==> src/rtl/smpfifo_pkg.sv <==
package smpfifo_pkg;

    localparam int unsigned SMP_W_DEF   = 12;
    localparam int unsigned DEPTH_DEF   = 16;
    localparam int unsigned HOLDOFF_DEF = 5;

    typedef enum logic [1:0] {
        TRIG_ONE      = 2'b00,
        TRIG_QUARTER  = 2'b01,
        TRIG_HALF     = 2'b10,
        TRIG_NEARFULL = 2'b11
    } trig_sel_e;

    typedef struct packed {
        trig_sel_e sel;
        logic      pulse;
        logic      act_hi;
    } notify_cfg_t;

    // fill level that makes the notification active for a given code
    function automatic int unsigned trig_level(trig_sel_e sel, int unsigned depth);
        int unsigned lvl;
        case (sel)
            TRIG_ONE:     lvl = 1;
            TRIG_QUARTER: lvl = depth / 4;
            TRIG_HALF:    lvl = depth / 2;
            default:      lvl = (depth > 2) ? depth - 2 : depth;
        endcase
        if (lvl == 0) lvl = 1;
        return lvl;
    endfunction

    function automatic int unsigned cnt_width(int unsigned depth);
        return $clog2(depth + 1);
    endfunction

    function automatic int unsigned ptr_width(int unsigned depth);
        return (depth > 1) ? $clog2(depth) : 1;
    endfunction

    function automatic bit is_pow2(int unsigned depth);
        return (depth > 1) && ((depth & (depth - 1)) == 0);
    endfunction

endpackage

==> src/rtl/smpfifo_holdoff.sv <==
module smpfifo_holdoff #(
    parameter int unsigned HOLDOFF = smpfifo_pkg::HOLDOFF_DEF
) (
    input  logic clk,
    input  logic rst,
    output logic ready_o
);
    localparam int unsigned HW = (HOLDOFF > 0) ? $clog2(HOLDOFF + 1) : 1;

    logic [HW-1:0] wait_cnt;

    assign ready_o = (wait_cnt == HW'(HOLDOFF));

    always_ff @(posedge clk) begin
        if (rst) begin
            wait_cnt <= '0;
        end else if (!ready_o) begin
            wait_cnt <= wait_cnt + 1'b1;
        end
    end
endmodule

==> src/rtl/smpfifo_store.sv <==
module smpfifo_store #(
    parameter int unsigned SMP_W = smpfifo_pkg::SMP_W_DEF,
    parameter int unsigned DEPTH = smpfifo_pkg::DEPTH_DEF,
    localparam int unsigned CNT_W = smpfifo_pkg::cnt_width(DEPTH),
    localparam int unsigned PTR_W = smpfifo_pkg::ptr_width(DEPTH)
) (
    input  logic             clk,
    input  logic             rst,
    input  logic             flush_i,
    input  logic             push_i,
    input  logic [SMP_W-1:0] wdata_i,
    input  logic             pop_i,
    output logic [SMP_W-1:0] rdata_o,
    output logic [CNT_W-1:0] count_o,
    output logic             drop_o
);
    logic [SMP_W-1:0] mem [DEPTH];
    logic [PTR_W-1:0] wr_ptr, rd_ptr, wr_nxt, rd_nxt;
    logic             full, empty, wr_en, rd_en;

    assign full   = (count_o == CNT_W'(DEPTH));
    assign empty  = (count_o == '0);
    assign wr_en  = push_i & ~flush_i & ~full;
    assign rd_en  = pop_i  & ~flush_i & ~empty;
    assign drop_o = push_i & ~flush_i & full;

    generate
        if (smpfifo_pkg::is_pow2(DEPTH)) begin : g_wrap_free
            assign wr_nxt = wr_ptr + 1'b1;
            assign rd_nxt = rd_ptr + 1'b1;
        end else begin : g_wrap_cmp
            assign wr_nxt = (wr_ptr == PTR_W'(DEPTH - 1)) ? '0 : wr_ptr + 1'b1;
            assign rd_nxt = (rd_ptr == PTR_W'(DEPTH - 1)) ? '0 : rd_ptr + 1'b1;
        end
    endgenerate

    always_ff @(posedge clk) begin
        if (wr_en) begin
            mem[wr_ptr] <= wdata_i;
        end
    end

    always_ff @(posedge clk) begin
        if (rst || flush_i) begin
            wr_ptr  <= '0;
            rd_ptr  <= '0;
            count_o <= '0;
        end else begin
            if (wr_en) wr_ptr <= wr_nxt;
            if (rd_en) rd_ptr <= rd_nxt;
            case ({wr_en, rd_en})
                2'b10:   count_o <= count_o + 1'b1;
                2'b01:   count_o <= count_o - 1'b1;
                default: count_o <= count_o;
            endcase
        end
    end

    always_ff @(posedge clk) begin
        if (rst) begin
            rdata_o <= '0;
        end else if (rd_en) begin
            rdata_o <= mem[rd_ptr];
        end
    end
endmodule

==> src/rtl/smpfifo_notify.sv <==
module smpfifo_notify #(
    parameter int unsigned DEPTH = smpfifo_pkg::DEPTH_DEF,
    localparam int unsigned CNT_W = smpfifo_pkg::cnt_width(DEPTH)
) (
    input  logic                     clk,
    input  logic                     rst,
    input  smpfifo_pkg::notify_cfg_t cfg_i,
    input  logic [CNT_W-1:0]         count_i,
    output logic                     avail_o
);
    logic [CNT_W-1:0] thr_lvl;
    logic             reached, reached_q, active;

    always_comb begin
        thr_lvl = CNT_W'(smpfifo_pkg::trig_level(cfg_i.sel, DEPTH));
        reached = (count_i >= thr_lvl);
        active  = cfg_i.pulse ? (reached & ~reached_q) : reached;
        avail_o = cfg_i.act_hi ? active : ~active;
    end

    always_ff @(posedge clk) begin
        if (rst) begin
            reached_q <= 1'b0;
        end else begin
            reached_q <= reached;
        end
    end
endmodule

==> src/rtl/smp_fifo_notify.sv <==
module smp_fifo_notify #(
    parameter int unsigned SMP_W   = smpfifo_pkg::SMP_W_DEF,
    parameter int unsigned DEPTH   = smpfifo_pkg::DEPTH_DEF,
    parameter int unsigned HOLDOFF = smpfifo_pkg::HOLDOFF_DEF
) (
    input  logic             clk,
    input  logic             rst,
    input  logic             flush_i,
    input  logic             smp_vld_i,
    input  logic [SMP_W-1:0] smp_data_i,
    input  logic             pop_i,
    input  logic [1:0]       trig_sel_i,
    input  logic             notify_pulse_i,
    input  logic             notify_hi_i,
    input  logic             ovf_clr_i,
    output logic [SMP_W-1:0] rd_data_o,
    output logic             avail_o,
    output logic             ovf_evt_o,
    output logic             ovf_flag_o
);
    localparam int unsigned CNT_W = smpfifo_pkg::cnt_width(DEPTH);

    smpfifo_pkg::notify_cfg_t cfg;
    logic [CNT_W-1:0]         fill_cnt;
    logic                     accept_ok, drop;

    assign cfg.sel    = smpfifo_pkg::trig_sel_e'(trig_sel_i);
    assign cfg.pulse  = notify_pulse_i;
    assign cfg.act_hi = notify_hi_i;

    smpfifo_holdoff #(.HOLDOFF(HOLDOFF)) holdoff_i (
        .clk     (clk),
        .rst     (rst),
        .ready_o (accept_ok)
    );

    smpfifo_store #(.SMP_W(SMP_W), .DEPTH(DEPTH)) store_i (
        .clk     (clk),
        .rst     (rst),
        .flush_i (flush_i),
        .push_i  (smp_vld_i & accept_ok),
        .wdata_i (smp_data_i),
        .pop_i   (pop_i),
        .rdata_o (rd_data_o),
        .count_o (fill_cnt),
        .drop_o  (drop)
    );

    smpfifo_notify #(.DEPTH(DEPTH)) notify_i (
        .clk     (clk),
        .rst     (rst),
        .cfg_i   (cfg),
        .count_i (fill_cnt),
        .avail_o (avail_o)
    );

    always_ff @(posedge clk) begin
        if (rst) begin
            ovf_evt_o  <= 1'b0;
            ovf_flag_o <= 1'b0;
        end else begin
            ovf_evt_o <= drop;
            if (drop)           ovf_flag_o <= 1'b1;
            else if (ovf_clr_i) ovf_flag_o <= 1'b0;
        end
    end
endmodule

==> config.mk <==
export PLATFORM = sky130hd
export DESIGN_NAME = smp_fifo_notify
export DESIGN_NICKNAME = d
export VERILOG_FILES = /design/src/rtl/smpfifo_pkg.sv /design/src/rtl/smpfifo_holdoff.sv /design/src/rtl/smpfifo_store.sv /design/src/rtl/smpfifo_notify.sv /design/src/rtl/smp_fifo_notify.sv
export SDC_FILE = /design/constraint.sdc
export NUM_CORES = 1
export LEC_CHECK = 0
export ABC_CLOCK_PERIOD_IN_PS = 5900
export BUFFER_PORTS_ARGS = -buffer_cell sky130_fd_sc_hd__buf_4
export CAP_MARGIN = 20
export CORE_MARGIN = 2
export CORE_UTILIZATION = 35
export DETAILED_ROUTE_END_ITERATION = 16
export MAX_ROUTING_LAYER = met4
export SYNTH_ARGS = -nofsm -noshare
export SYNTH_HDL_FRONTEND = slang
export SYNTH_SLANG_ARGS = --single-unit
==> constraint.sdc <==
create_clock -name clk -period 5.9 [get_ports clk]
set_input_delay 0.295 -clock clk [delete_from_list [all_inputs] [get_ports clk]]
set_output_delay 0.295 -clock clk [all_outputs]
set_load 0.03 [all_outputs]
==> flow_metrics.env <==
export IMPL_largest_driver_fanout_on_the_critical_path=9
export IMPL_timing_final_max_slew_violations=0
export IMPL_cts_tree="done"
export IMPL_skew_ps=14.3
export IMPL_syn_avg_cell_area_um2=17.0
export IMPL_post_synth_instance_area_mm2=0.00886
export IMPL_antenna_violating_nets_post_route=0
export IMPL_placement_io_buffers=36
export IMPL_nFillCells=2251
export IMPL_grt_setup_unrepaired="no"
export IMPL_max_slew_worst_pin_slew_ps=1090
export IMPL_power_frac_clock=0.443
export IMPL_minimum_clock_period_after_layout_ps=3070
export IMPL_period_share=0.521
export IMPL_min_path_type="in -> reg"
export IMPL_wirelength_um=17700
export IMPL_setup_tns_ps=0
export IMPL_grt_pass1_vias=4717
export IMPL_relSlewSlack=0.273
export IMPL_clk_latency_ps=510
export IMPL_setup_viol=0
export IMPL_fp_coreArea_mm2=0.0250
export IMPL_initial_antenna_violation_count=0
export IMPL_synth_xor_area_frac=0.0109
export IMPL_placedInstanceArea_mm2=0.00952
export IMPL_p_seq_frac=0.541
export IMPL_max_vdd_ir_drop_v=0.000168
export IMPL_post_cts_resized_instances=0
export IMPL_synth_fa_ha_area_frac=0.0234
export IMPL_cellLeakagePower_nw=3.30
export IMPL_dp_final_hpwl_um=11700
export IMPL_grt_start_max_net_pins=55
export IMPL_detailroute_via_count=4587
export IMPL_layout_cells_excl_fill=921
export IMPL_synth_ff_latch_count=223
export IMPL_routedWlPerCell_um=19.2
export IMPL_cts_htree_levels=1
export IMPL_timing_critical_path_from_type="flop"
export IMPL_timing_critical_path_to_type="flop"
export IMPL_commonest_non_fill_non_tap_cells_in_the_layout="192 x sky130_fd_sc_hd__edfxtp_1, 51 x sky130_fd_sc_hd__buf_4, 46 x sky130_fd_sc_hd__mux2i_1"
export IMPL_grt_overflow_total=0
export IMPL_timing_hold_violations_final=0
export IMPL_required_ps=6330
export IMPL_top_level_ports=37
export IMPL_cell_pwr_density_mw_per_mm2=308
export IMPL_post_route_util=0.411
export IMPL_critical_path_class="reg -> reg"
export IMPL_layout_cells_most_common="sky130_fd_sc_hd__edfxtp_1"
export IMPL_drcViolationCount=0
export IMPL_postSynthCellCount=520
export IMPL_compound_cell_area_share_of_the_yosys_netlist=0.0554
export IMPL_ctsHoldBuffers=0
export IMPL_drtPass1Iterations=4
export IMPL_dieWidth_um=163
export IMPL_drive_gt1_frac=0.213
export IMPL_grt_total_usage=0.139
export IMPL_dp_cells=874
export IMPL_net_switching_power_mw=0.609
export IMPL_post_layout_net_count=611
export IMPL_yosys_warnings=0
export IMPL_worstPathBufferInverterCount=1
export IMPL_cp_data_arrival_time_ps=3510
export IMPL_synth_fp_nets=558
export IMPL_areaGrowthSynthToFinish_pct=16.2
export IMPL_initial_core_util=0.354
export IMPL_max_clock_freq_mhz=325
export IMPL_p_comb_frac=0.016
export IMPL_ys_seq_area_frac=0.721
export IMPL_maxCapViolations=0
export IMPL_critPathTopFamily="compound AO/OA/AOI/OAI gates"
export IMPL_clock_path_buffers=3
export IMPL_gp_routability_congestion=0.762
export IMPL_yosys_mux_area_fraction=0.118
export IMPL_slowest_stage="sky130_fd_sc_hd__a211oi_4"
export IMPL_cp_cell_sequence="ha_1, nand3_1, a211oi_4, inv_1, ha_1, fa_1, a21o_1, a21oi_1, xor2_1, or3_1, a21oi_1"
export IMPL_ctsRootBufferMaster="sky130_fd_sc_hd__clkbuf_16"
export IMPL_p_int_mw=2.56
export IMPL_yosysUniqueCellTypes=42
export IMPL_routed_via_density=4.98
export IMPL_worst_setup_hold_path_clk_slew_ps=60
export IMPL_fp_dieArea_mm2=0.0266
export IMPL_cts_post_setup_buffers_inserted=0
export IMPL_cts_num_sinks=223
export IMPL_grt_pass1_wl_um=27500
export IMPL_drt_initial_drc_count=314
export IMPL_number_of_placement_rows=58
export IMPL_finalHoldWorstSlack_ps=102
export IMPL_fin_area_mm2=0.0103
export IMPL_dieHeight_um=163
export IMPL_antenna_diode_count=0
export IMPL_result_of_the_run="completed"
export IMPL_synth_top_family_by_area="multiplexers"
export IMPL_worst_path_largest_cell_delay_ps=490
export IMPL_synthSimpleGateAreaFrac=0.0510
export IMPL_cts_buffers_inserted=24
export IMPL_power_share_switching=0.192
==> registers in the layout, indices dropped and copies added, names as in the netlist <==
name and count:
ovf_flag_o 1, store_i.count_o 5, store_i.rd_ptr 4, holdoff_i.wait_cnt 3
store_i.rdata_o 12, ovf_evt_o 1, notify_i.reached_q 1, store_i.wr_ptr 4
store_i.mem 192
==> cell type report <==
| cell class | instances | area [µm²] | area share |
|---|---|---|---|
| well taps | 330 | 413 | 0.0401 |
| flip-flops and latches | 223 | 6390 | 0.621 |
| clock buffers | 30 | 664 | 0.0645 |
| multi-input cells | 262 | 2300 | 0.224 |
| clock inverters | 14 | 83.8 | 0.00814 |
| repair buffers | 53 | 409 | 0.0397 |
| inverters | 9 | 33.8 | 0.00328 |
==> metal layers <==
layer	routed length (µm)	GRT usage
met1	7940	0.186
met2	8490	0.228
met3	895	0.0206
met4	329	0.0302
met5	0	-
==> metrics by stage <==
| stage | power [mW] | setup WS, ps |
|---|---|---|
| after floorplan | 1.76 | 3160 |
| after global placement | 1.80 | 2810 |
| after detailed placement | 1.80 | 2720 |
| after CTS | 3.20 | 2680 |
| after global routing | 3.26 | 2580 |
| final | 3.17 | 2830 |
==> synthesized netlist by cell type <==
cell                         n  area, µm²
sky130_fd_sc_hd__and2_1      1       6.26
sky130_fd_sc_hd__nand3_2     1       10.0
sky130_fd_sc_hd__nor2_1     45        169
sky130_fd_sc_hd__buf_1       1       3.75
sky130_fd_sc_hd__nand2_2     1       6.26
sky130_fd_sc_hd__nand3_1     1       5.00
sky130_fd_sc_hd__nand2b_1    7       43.8
sky130_fd_sc_hd__mux2i_1    46        460
sky130_fd_sc_hd__xor2_1      7       61.3
sky130_fd_sc_hd__a21oi_1     6       30.0
sky130_fd_sc_hd__xnor2_1     4       35.0
sky130_fd_sc_hd__a211oi_1   11       82.6
sky130_fd_sc_hd__buf_4       4       30.0
sky130_fd_sc_hd__nand4_1     3       18.8
sky130_fd_sc_hd__a22oi_1     4       30.0
sky130_fd_sc_hd__clkbuf_1    7       26.3
sky130_fd_sc_hd__nor3_1      5       25.0
sky130_fd_sc_hd__ha_1       15        188
sky130_fd_sc_hd__nor2b_2     1       8.76
sky130_fd_sc_hd__mux4_2     26        586
sky130_fd_sc_hd__dfxtp_1    31        621
sky130_fd_sc_hd__o22ai_1    22        138
sky130_fd_sc_hd__inv_1       9       33.8
sky130_fd_sc_hd__a311oi_1   12        105
sky130_fd_sc_hd__a21o_1      5       37.5
sky130_fd_sc_hd__nand2_1    22       82.6
sky130_fd_sc_hd__fa_1        1       20.0
sky130_fd_sc_hd__edfxtp_1  192       5770
sky130_fd_sc_hd__nor4_4      1       21.3
sky130_fd_sc_hd__o21ai_2     1       8.76
sky130_fd_sc_hd__buf_6       3       33.8
sky130_fd_sc_hd__buf_2      11       55.1
sky130_fd_sc_hd__a31oi_1     1       6.26
sky130_fd_sc_hd__or4_4       1       11.3
sky130_fd_sc_hd__or2_2       2       12.5
sky130_fd_sc_hd__o311ai_0    1       8.76
sky130_fd_sc_hd__nor2b_1     1       6.26
sky130_fd_sc_hd__o21ai_0     3       15.0
sky130_fd_sc_hd__or3_1       2       12.5
sky130_fd_sc_hd__a21oi_2     1       8.76
sky130_fd_sc_hd__a211oi_4    1       20.0
sky130_fd_sc_hd__nor4_2      1       12.5
==> power groups by stage <==
stage                     logic [mW]  registers (mW)  clock network, mW
after global routing          0.0581            1.71               1.49
final                         0.0517            1.71               1.41
after detailed placement      0.0528            1.75                  0
after global placement        0.0484            1.75                  0
after CTS                     0.0530            1.71               1.43
after floorplan               0.0162            1.75                  0
==> path summary, 6_finish.rpt <==
kind | start | end | slack (ps) | cells after the start
hold reg to reg | ovf_flag_o | ovf_flag_o | 460 | 1
setup reg to reg | holdoff_i.wait_cnt[0] | store_i.count_o[4] | 2830 | 11
hold / removal | smp_data_i[4] | store_i.mem[12][4] | 100 | 1
setup / recovery | holdoff_i.wait_cnt[0] | store_i.count_o[4] | 2830 | 11
==> cell families (layout without fill, tap and decap cells) <==
kind of cell | after synthesis | after routing
DFF | 223 | 223
adders and majority gates | 16 | 16
xor gates and xnor gates | 11 | 11
AOI/OAI and AO/OA | 68 | 68
and+or+nand+nor | 95 | 95
muxes | 72 | 72
buffers and inverters | 35 | 106
No activity file was read; power rests on OpenSTA's default activity.
